### src/rtl/rxf_pkg.sv
`timescale 1ns/1ps
package rxf_pkg;
   localparam int NCAUSE = 5;
   localparam int C_OVF   = 0;
   localparam int C_CRC   = 1;
   localparam int C_SHORT = 2;
   localparam int C_ADDR  = 3;
   localparam int C_LOST  = 4;
   localparam logic [31:0] CRC_RESIDUE = 32'hDEBB20E3;
   localparam logic [31:0] CRC_POLY    = 32'hEDB88320;

   typedef enum logic [1:0] {ST_IDLE, ST_RECV, ST_SKIP, ST_FLUSH} rxf_state_t;

   function automatic logic [31:0] crc_byte(input logic [31:0] c, input logic [7:0] d);
      logic [31:0] r;
      r = c;
      for (int i = 0; i < 8; i++) begin
         if (r[0] ^ d[i]) r = (r >> 1) ^ CRC_POLY;
         else             r = r >> 1;
      end
      return r;
   endfunction
endpackage

### src/rtl/rxf_crc_acc.sv
`timescale 1ns/1ps
module rxf_crc_acc
   import rxf_pkg::*;
(
   input  logic       clk,
   input  logic       rst_n,
   input  logic       init,
   input  logic       step,
   input  logic [7:0] din,
   output logic       crc_ok
);
   logic [31:0] crc_q;

   always_ff @(posedge clk) begin
      if (!rst_n || init) crc_q <= '1;
      else if (step)      crc_q <= crc_byte(crc_q, din);
   end

   assign crc_ok = (crc_q == CRC_RESIDUE);
endmodule

### src/rtl/rxf_hold_line.sv
`timescale 1ns/1ps
module rxf_hold_line #(
   parameter int DEPTH = 5,
   localparam int HW = $clog2(DEPTH + 1)
) (
   input  logic          clk,
   input  logic          rst_n,
   input  logic          clr,
   input  logic          push,
   input  logic          pop,
   input  logic [7:0]    din,
   output logic [7:0]    oldest,
   output logic [HW-1:0] held
);
   logic [7:0] sr [DEPTH];

   generate
      if (DEPTH < 2) begin : g_depth_bad
         $error("rxf_hold_line needs DEPTH of at least 2");
      end
      for (genvar i = 0; i < DEPTH; i++) begin : g_stage
         if (i == 0) begin : g_head
            always_ff @(posedge clk) if (push) sr[0] <= din;
         end else begin : g_body
            always_ff @(posedge clk) if (push) sr[i] <= sr[i-1];
         end
      end
   endgenerate

   always_ff @(posedge clk) begin
      if (!rst_n || clr)                    held <= '0;
      else if (push && held != HW'(DEPTH))  held <= held + 1'b1;
      else if (pop && held != '0)           held <= held - 1'b1;
   end

   always_comb begin
      oldest = sr[0];
      for (int k = 0; k < DEPTH; k++)
         if (held == HW'(k + 1)) oldest = sr[k];
   end

   a_r2_no_push_pop: assert property (@(posedge clk) disable iff (!rst_n)
      !(push && pop));
endmodule

### src/rtl/rx_frame_screen.sv
`timescale 1ns/1ps
module rx_frame_screen
   import rxf_pkg::*;
#(
   parameter int MIN_LEN    = 64,
   parameter int ADDR_BYTES = 6,
   parameter int FCS_LEN    = 4,
   parameter bit BCAST_EN   = 1'b1
) (
   input  logic                      clk,
   input  logic                      rst_n,
   input  logic                      carrier,
   input  logic                      byte_vld,
   input  logic [7:0]                byte_dat,
   input  logic                      tx_active,
   input  logic [8*ADDR_BYTES-1:0]   station_addr,
   input  logic                      keep_fcs,
   input  logic                      own_tx_block,
   input  logic                      fast_drop,
   input  logic [NCAUSE-1:0]         irq_en,
   input  logic                      fifo_full,
   input  logic                      stat_ack,
   output logic                      fifo_wr,
   output logic [7:0]                fifo_dat,
   output logic                      fifo_eof,
   output logic                      drop,
   output logic                      stat_pend,
   output logic [NCAUSE-1:0]         stat_word
);
   localparam int DEPTH = FCS_LEN + 1;
   localparam int HW    = $clog2(DEPTH + 1);
   localparam int CW    = $clog2(MIN_LEN + 1);

   generate
      if (FCS_LEN != 4 || MIN_LEN < ADDR_BYTES + FCS_LEN) begin : g_param_bad
         $error("rx_frame_screen: FCS_LEN must be 4 and MIN_LEN must cover address and FCS");
      end
   endgenerate

   rxf_state_t        state;
   logic              crs_q, rise, fall;
   logic [CW-1:0]     cnt;
   logic              st_ok, bc_ok, ovf_q, crc_ok;
   logic [NCAUSE-1:0] causes_q, cur_vec, dec_vec, fin_vec;
   logic              push, pop, want, weof, dec_now, lost;
   logic [7:0]        oldest;
   logic [HW-1:0]     held, floor_c, floor_p1;
   logic [ADDR_BYTES-1:0] st_miss, bc_miss;

   assign rise = carrier && !crs_q;
   assign fall = crs_q && !carrier;

   // destination address comparison, one lane per address byte
   generate
      for (genvar i = 0; i < ADDR_BYTES; i++) begin : g_addr
         assign st_miss[i] = (cnt == CW'(i)) &&
                             (byte_dat != station_addr[8*(ADDR_BYTES-1-i) +: 8]);
         if (BCAST_EN) begin : g_bc
            assign bc_miss[i] = (cnt == CW'(i)) && (byte_dat != 8'hFF);
         end else begin : g_nobc
            assign bc_miss[i] = (cnt == CW'(i));
         end
      end
   endgenerate

   rxf_crc_acc u_crc (
      .clk(clk), .rst_n(rst_n), .init(state == ST_IDLE),
      .step(push), .din(byte_dat), .crc_ok(crc_ok)
   );

   rxf_hold_line #(.DEPTH(DEPTH)) u_hold (
      .clk(clk), .rst_n(rst_n), .clr(state == ST_IDLE),
      .push(push), .pop(pop), .din(byte_dat),
      .oldest(oldest), .held(held)
   );

   always_comb begin
      cur_vec          = '0;
      cur_vec[C_OVF]   = ovf_q;
      cur_vec[C_CRC]   = !crc_ok;
      cur_vec[C_SHORT] = (cnt < CW'(MIN_LEN));
      cur_vec[C_ADDR]  = !(st_ok || bc_ok);
   end

   assign floor_c  = keep_fcs ? '0 : HW'(FCS_LEN);
   assign floor_p1 = floor_c + 1'b1;

   always_comb begin
      push = 1'b0; pop = 1'b0; want = 1'b0; weof = 1'b0;
      dec_now = 1'b0; dec_vec = causes_q;
      case (state)
         ST_RECV: begin
            if (byte_vld) begin
               push = 1'b1;
               want = (held == HW'(DEPTH));
            end
            if (fall) begin
               dec_vec = cur_vec;
               dec_now = fast_drop;
            end
         end
         ST_FLUSH: begin
            if (held > floor_c) begin
               want = 1'b1;
               pop  = 1'b1;
               weof = (held == floor_p1);
            end
            if (held <= floor_p1) begin
               dec_now = !fast_drop;
               dec_vec[C_OVF] = causes_q[C_OVF] || (want && fifo_full);
            end
         end
         default: ;
      endcase
   end

   assign lost = stat_pend && !stat_ack;
   always_comb begin
      fin_vec = dec_vec;
      fin_vec[C_LOST] = lost;
   end

   always_ff @(posedge clk) begin
      if (!rst_n) begin
         state <= ST_IDLE; crs_q <= 1'b0;
         fifo_wr <= 1'b0; fifo_dat <= '0; fifo_eof <= 1'b0; drop <= 1'b0;
         stat_pend <= 1'b0; stat_word <= '0;
         cnt <= '0; st_ok <= 1'b1; bc_ok <= 1'b1; ovf_q <= 1'b0; causes_q <= '0;
      end else begin
         crs_q    <= carrier;
         fifo_wr  <= want && !fifo_full;
         fifo_dat <= oldest;
         fifo_eof <= weof && !fifo_full;
         drop     <= dec_now && |(fin_vec & ~irq_en);

         if (dec_now) begin
            stat_pend <= 1'b1;
            if (lost) stat_word[C_LOST] <= 1'b1;
            else      stat_word <= fin_vec;
         end else if (stat_ack) begin
            stat_pend <= 1'b0;
         end

         case (state)
            ST_IDLE: if (rise) begin
               state <= (own_tx_block && tx_active) ? ST_SKIP : ST_RECV;
               cnt <= '0; st_ok <= 1'b1; bc_ok <= 1'b1; ovf_q <= 1'b0;
            end
            ST_RECV: begin
               if (push) begin
                  if (cnt != CW'(MIN_LEN)) cnt <= cnt + 1'b1;
                  if (|st_miss) st_ok <= 1'b0;
                  if (|bc_miss) bc_ok <= 1'b0;
               end
               if (want && fifo_full) ovf_q <= 1'b1;
               if (fall) begin
                  causes_q <= cur_vec;
                  state    <= ST_FLUSH;
               end
            end
            ST_FLUSH: begin
               if (want && fifo_full) causes_q[C_OVF] <= 1'b1;
               if (held <= floor_p1) state <= ST_IDLE;
            end
            ST_SKIP: if (!carrier) state <= ST_IDLE;
            default: state <= ST_IDLE;
         endcase
      end
   end

   a_r7_no_write_full: assert property (@(posedge clk) disable iff (!rst_n)
      fifo_wr |-> $past(!fifo_full));
   a_r2_eof_with_write: assert property (@(posedge clk) disable iff (!rst_n)
      fifo_eof |-> fifo_wr);
   a_r10_drop_pulse: assert property (@(posedge clk) disable iff (!rst_n)
      drop |=> !drop);
   a_r8_pend_hold: assert property (@(posedge clk) disable iff (!rst_n)
      (stat_pend && !stat_ack) |=> stat_pend);
   a_r12_fast_after_fall: assert property (@(posedge clk) disable iff (!rst_n)
      (drop && $past(fast_drop)) |-> $past(crs_q && !carrier));
   a_r11_skip_silent: assert property (@(posedge clk) disable iff (!rst_n)
      (state == ST_SKIP) |-> (!fifo_wr && !drop));
endmodule

### config.mk
export PLATFORM = sky130hd
export DESIGN_NAME = rx_frame_screen
export DESIGN_NICKNAME = d
export VERILOG_FILES = /design/src/rtl/rxf_pkg.sv /design/src/rtl/rxf_crc_acc.sv /design/src/rtl/rxf_hold_line.sv /design/src/rtl/rx_frame_screen.sv
export SDC_FILE = /design/constraint.sdc
export NUM_CORES = 1
export LEC_CHECK = 0
export ABC_CLOCK_PERIOD_IN_PS = 5000
export BUFFER_PORTS_ARGS = -buffer_cell sky130_fd_sc_hd__buf_4
export CAP_MARGIN = 5
export CELL_PAD_IN_SITES_DETAIL_PLACEMENT = 0
export CELL_PAD_IN_SITES_GLOBAL_PLACEMENT = 1
export CORE_UTILIZATION = 46
export CTS_BUF_LIST = sky130_fd_sc_hd__clkbuf_8
export DETAILED_ROUTE_END_ITERATION = 6
export PLACE_DENSITY = 0.85
export SLEW_MARGIN = 20
export SYNTH_ARGS = -nofsm -noshare
export SYNTH_HDL_FRONTEND = slang
export SYNTH_SLANG_ARGS = --single-unit
### constraint.sdc
create_clock -name clk -period 5 [get_ports clk]
set_input_delay 0.25 -clock clk [delete_from_list [all_inputs] [get_ports clk]]
set_output_delay 0.25 -clock clk [all_outputs]
set_load 0.1 [all_outputs]
Word level (Yosys, flattened, before mapping). Memory sizes are Yosys's and may differ from the RTL's. Cells that the tools add are included.

Memories kept: 1. Register bits: 69. RAM bits: 40.

Reductions and logical operators: 51. Equal/unequal tests: 33. Mux-type cells: 71. $add $sub $neg: 4. Bitwise gates (word level): 19. Order comparisons: 3.

Memory list: u_hold.sr (depth 5, bits a word 8, read ports 5, clocked after Yosys merged registers in 0, wr ports 5, RTL line rxf_hold_line.sv:15) `logic [7:0] sr [DEPTH];`.

Operators with widths (count): $mux W32 (22); $not A13 Y14 (8); $ne A8 B8 Y1 (6); $eq A32 B32 Y1 const B (1); $mux W8 (4); $logic_and A1 B1 Y1 (23); $mux W1 (23); $mux W7 (3); $ne A2 B2 Y1 const B (9); $reduce_and A4 Y1 (4); $eq A7 B2 Y1 const B (2); $eq A7 B3 Y1 const B (2); $pmux W1 S2 (7); $pmux W7 S2 (1); $mux W3 (4); $reduce_or A6 Y1 (2); $mux W2 (5); $logic_not A1 Y1 (8); $ne A8 B8 Y1 const B (1); $pmux W2 S4 (1); $reduce_bool A2 Y1 (4); $xor A1 B1 Y1 (8); $add A7 B1 Y7 const B (1); $eq A7 B1 Y1 const B (1); 24 further kinds (31).

Depth between registers and ports, before layout.
Depth after elaboration: 30. Depth in mapped cells: 11. Depth with buffers taken out: 9.

By module. Synthesis repeated with hierarchy kept, for this count alone.

Cell total of the unflattened synthesis: 608. Area, all modules: 6010.8 um^2.

Modules (own cells, without submodules): rx_frame_screen (cells each 263, times used 1, sequential area each 680.7 um^2, area an instance 2195.9 um^2); rxf_crc_acc (cells each 208, times used 1, sequential area each 640.6 um^2, area an instance 1916.8 um^2); rxf_hold_line (cells each 137, times used 1, sequential area each 1261.2 um^2, area an instance 1898.1 um^2).

Worst setup path after synthesis. Ideal clock, no wire load.

Kind: register to register. Start point: reg state[0]. End point: reg u_hold.held[2]. Required time: 4.863 ns. Arrival: 3.432 ns. Period minus slack after synthesis: 3.569 ns. Path slack: 1.431 ns. Cell stages (with the launch flop): 12. Path through: dfxtp_1 buf_2 nor2b_1 nand2_2 inv_1 clkbuf_1 nand2_1 fa_1 nor3_1 a31oi_1 o21ai_0 a211oi_1.

Cells in the longest elaborated chain, start to end: 4.

RTL lines: start, declared (RTL line rx_frame_screen.sv:40) `rxf_state_t state;`; start signal, assigned (RTL line rx_frame_screen.sv:146) `state <= (own_tx_block && tx_active) ? ST_SKIP : ST_RECV;`; $eq A2 B1 Y1 * (RTL line rx_frame_screen.sv:91) `case (state)`; $mux W1 * (RTL line rx_frame_screen.sv:91); net push (RTL line rx_frame_screen.sv:45) `logic push, pop, want, weof, dec_now, lost;`; $logic_and A1 B1 Y1 * (RTL line rxf_hold_line.sv:32) `else if (push && held != HW'(DEPTH)) held <= held + 1'b1;`; $mux W3 or $reduce_bool A2 Y1 (tied branches); end signal, assigned (RTL line rxf_hold_line.sv:32); end signal, assigned (RTL line rxf_hold_line.sv:33) `else if (pop && held != '0) held <= held - 1'b1;`; end, declared (RTL line rxf_hold_line.sv:13) `output logic [HW-1:0] held`.

The timed path passes the listed nets; every way through them passes the cells marked *. A chain may end at the register's enable or synchronous reset.

Final worst setup path.
Start point: reg state[0]. End point: reg u_hold.held[2].

Cells in the longest elaborated chain, start to end: 4.

RTL lines (RTL line): $eq A2 B1 Y1 or $eq A2 B2 Y1 (tied branches) (rx_frame_screen.sv:91); $mux W1 (rx_frame_screen.sv:91); $logic_and A1 B1 Y1 (on tied branches) (rxf_hold_line.sv:32, rxf_hold_line.sv:33); $mux W3 or $reduce_bool A2 Y1 (tied branches).

Parallel ways exist; a longest one is shown, timed or not.

==> impl_results.md <==
- Vias in the first global route: 4156
- CP endpoint kind: flop
- Critical path's largest stage delay: 0.67 ns
- Crit path arrival time: 3.36 ns
- Hold_buf cts: 0
- Reg-to-Reg End: u_hold.held[2]$_SDFFE_PP0P_
- Grt peak-use layer: met2
- WL final: around 13 mm
- Clk root buf: clkbuf_8
- Number of flops mapped to enable cells by yosys: 40
- CTS buffer count: 9
- Top_reg_cell synth: dfxtp_1
- Most frequent cells in the layout: buf_4 (89), xnor2_1 (72), dfxtp_1 (69)
- Drt first-iter violations: 330
- Fin. max-slew vios: 0
- WHS Endpoint: crs_q$_SDFF_PN0_
- Port Buffers: 87
- Least-Margin Pin Slew: ~1.1 ns
- Detail Route Antenna Nets: 0
- Setup ws final: about 1.9 ns
- Post-CTS setup repair buffer count: 0
- Setup violations, final: 0
- Post-CTS resize count: 0
- Final net count: 713
- Setup slack, reg-to-reg: about 1.9 ns
- Pre-CTS setup slack: ~1.9 ns
- Worst EP required: 5.25 ns
- Clk_skew: between 0.015 and 0.02 ns
- Total Neg Setup Slack: 0 ns
- P_leak: 2.56 nW
- Worst R2R Start: state[0]$_SDFFE_PN0P_
- WL/cell: between 15 and 20 um
- Area delta synth->final: 15.9%
- TritonCTS clock tree: built
- Netlist cell types: between 50 and 60
- Maximum vdd drop: 0.000117 V
- GPL Wtd Cong: about 0.80
- Met3 usage: around 3.6%
- Cell Chain, Critical Path: nor2b_1 > nand2_2 > inv_1 > nand2_1 > fa_1 > nor3_1 > a31oi_1 > o21ai_0 > a211oi_1
- Mapped Cells: 570
- Die area: roughly 13000 um^2
- CORE AREA: 12200 um^2
- Max-slew headroom: 28.5%
- Startpoint types: flop
- Final Cycle Share: between 60 and 70%
- Max H-tree Level: 3
- # DRC: 0
- Cell family with most CP delay: simple AND/OR/NAND/NOR gates
- Pwr per Cell Area: between 200 and 300 nW/um^2
- Io pins: about 90
- HPWL Detailed: between 9 and 10 mm
- Yosys warning count: 0
- WS Path Type: reg2reg
- Die Ht: roughly 110 um
- Clock Sinks: between 100 and 150
- Synth Register Bits: between 100 and 150
- Commonest non-fill, non-tap cell in the layout: buf_4
- Ys async rst share: 0%
- Max-cap viol count: 0
- Fin crit period: about 3.1 ns
- Number of diodes: 0
- Fill cells: 1081
- Via density: between 5 and 6
- # rows: 40
- Met2 Resource Use GR: 36.0%
- First-pass GRT wire length: approximately 21 mm
- Grt ovf: 0
- Die width: 115 um
- Hold path start: carrier
- Largest net degree at the start of global routing: 65
- Critical path's slowest cell: nand2_2
- Effective utilization at floorplan: ~48%
- Clock-pin slew on the worst setup and hold paths: 0.12 ns
- Post-synthesis sequential area ratio: 44.4%
- Worst Hold Depth: 2
- RSZ-0062 raised after global routing: false
- Crit Path Max Fanout: 64
- Worst skew pair latency: roughly 0.39 ns
- CTS Buffer Depth: 2
- CP bufs+invs: 1
- Via Count: 4325
- Mapped Area: a little under 6000 um^2
- Syn Nets: ~650
- Initial antenna violation count: 0
- Syn Area/Cell: about 10 um^2
- Status: finished clean
- Ratio of cells with drive above 1 in the final layout: approximately a fifth
- Tot Pwr: roughly 1.9 mW
- R2r worst-path depth: 9
- Drt first pass iters: 5
- Final Hold Fails: 0
- GRT Total Usage: 20.8%
- Max Freq: 321 MHz
- Met1 Use GR: 26.6%
- Hold Path Class: in2reg
worst reg2reg max path, delay by kind of cell, from the launching register on:
family,cells,cell delay (ns)
AND/OR/NAND/NOR,4,1.36
flip-flops,1,0.57
adder cells (fa/ha/maj),1,0.46
AO/OA/AOI/OAI,3,0.32
buffers and inverters,1,0.28
logic make-up (layout without fill, tap and decap cells):
logic type	Yosys count	after routing	share of synthesized area, %
adders and majority gates	6	6	1.42
and+or+nand+nor	157	157	13.3
muxes	13	13	2.28
DFF	109	109	44.4
xor gates and xnor gates	126	126	21.6
buffers and inverters	42	113	3.65
AOI/OAI and AO/OA	117	117	13.5
area by class of cell:
| class | instances | area (um^2) | share of cell area, % |
|---|---|---|---|
| Inverter | 8 | 30.0 | 0.445 |
| Clock buffer | 9 | 124 | 1.84 |
| Sequential cell | 109 | 2580 | 38.3 |
| Timing Repair Buffer | 89 | 668 | 9.90 |
| Multi-Input combinational cell | 419 | 3030 | 44.9 |
| Clock inverter | 7 | 101 | 1.50 |
| Tap cell | 168 | 210 | 3.11 |
how the worst max path moves through the flow:
stage	cells after the start	startpoint	endpoint	slack [ns]
floorplan	11	state[0]$_SDFFE_PN0P_	u_hold.held[2]$_SDFFE_PP0P_	1.43
global placement	7	state[0]$_SDFFE_PN0P_	u_hold.held[0]$_SDFFE_PP0P_	2.07
detailed placement	9	state[0]$_SDFFE_PN0P_	u_hold.held[2]$_SDFFE_PP0P_	1.91
CTS	9	state[0]$_SDFFE_PN0P_	u_hold.held[2]$_SDFFE_PP0P_	1.89
global route	9	state[0]$_SDFFE_PN0P_	u_hold.held[2]$_SDFFE_PP0P_	1.54
finish	9	state[0]$_SDFFE_PN0P_	u_hold.held[2]$_SDFFE_PP0P_	1.89
report_power, final:
part | internal, mW | leakage, nW | switching [mW]
logic | 0.160 | 1.52 | 0.201
clock network | 0.249 | 0.109 | 0.338
registers | 0.942 | 0.926 | 0.0169
total | 1.35 | 2.56 | 0.555
cell usage after synthesis, types with 4 or more instances:
master,n,area (um^2)
a211oi_1,6,45.0
a21oi_1,25,125
a221oi_1,9,78.8
a31oi_1,7,43.8
and2_1,4,25.0
buf_2,7,35.0
clkbuf_1,21,78.8
dfxtp_1,69,1380
edfxtp_1,40,1200
ha_1,5,62.6
inv_1,8,30.0
mux2i_1,11,110
nand2_1,46,173
nand2b_1,8,50.1
nand4_1,14,87.6
nor2_1,45,169
nor2b_1,7,43.8
nor3_1,11,55.1
nor4_1,6,37.5
o211ai_1,30,225
o21ai_0,24,120
xnor2_1,72,631
xnor2_2,6,97.6
xor2_1,42,368
state kept, by name, summed over array words and instances, names as in the netlist, 2 cells and up:
| register | count |
|---|---|
| causes_q | 4 |
| cnt | 7 |
| fifo_dat | 8 |
| stat_word | 5 |
| state | 2 |
| u_crc.crc_q | 32 |
| u_hold.held | 3 |
| u_hold.sr | 40 |
stage by stage:
stage	util, %	hold slack [ns]	cells	area (um^2)
floorplan	-	0.349	570	5820
global placement	53.6	0.431	793	6520
detailed placement	53.6	0.434	793	6520
CTS	55.5	0.0944	809	6750
global route	55.5	0.114	809	6750
finish	55.5	0.111	809	6750
layer usage:
layer / vias to the layer above / share of wire [%]
met5: - / 0
met4: 0 / 1.3
met3: 11 / 3.2
met2: 90 / 50
met1: 2072 / 45
li1: 2152 / -
No activity file was read; power rests on OpenSTA's default activity.
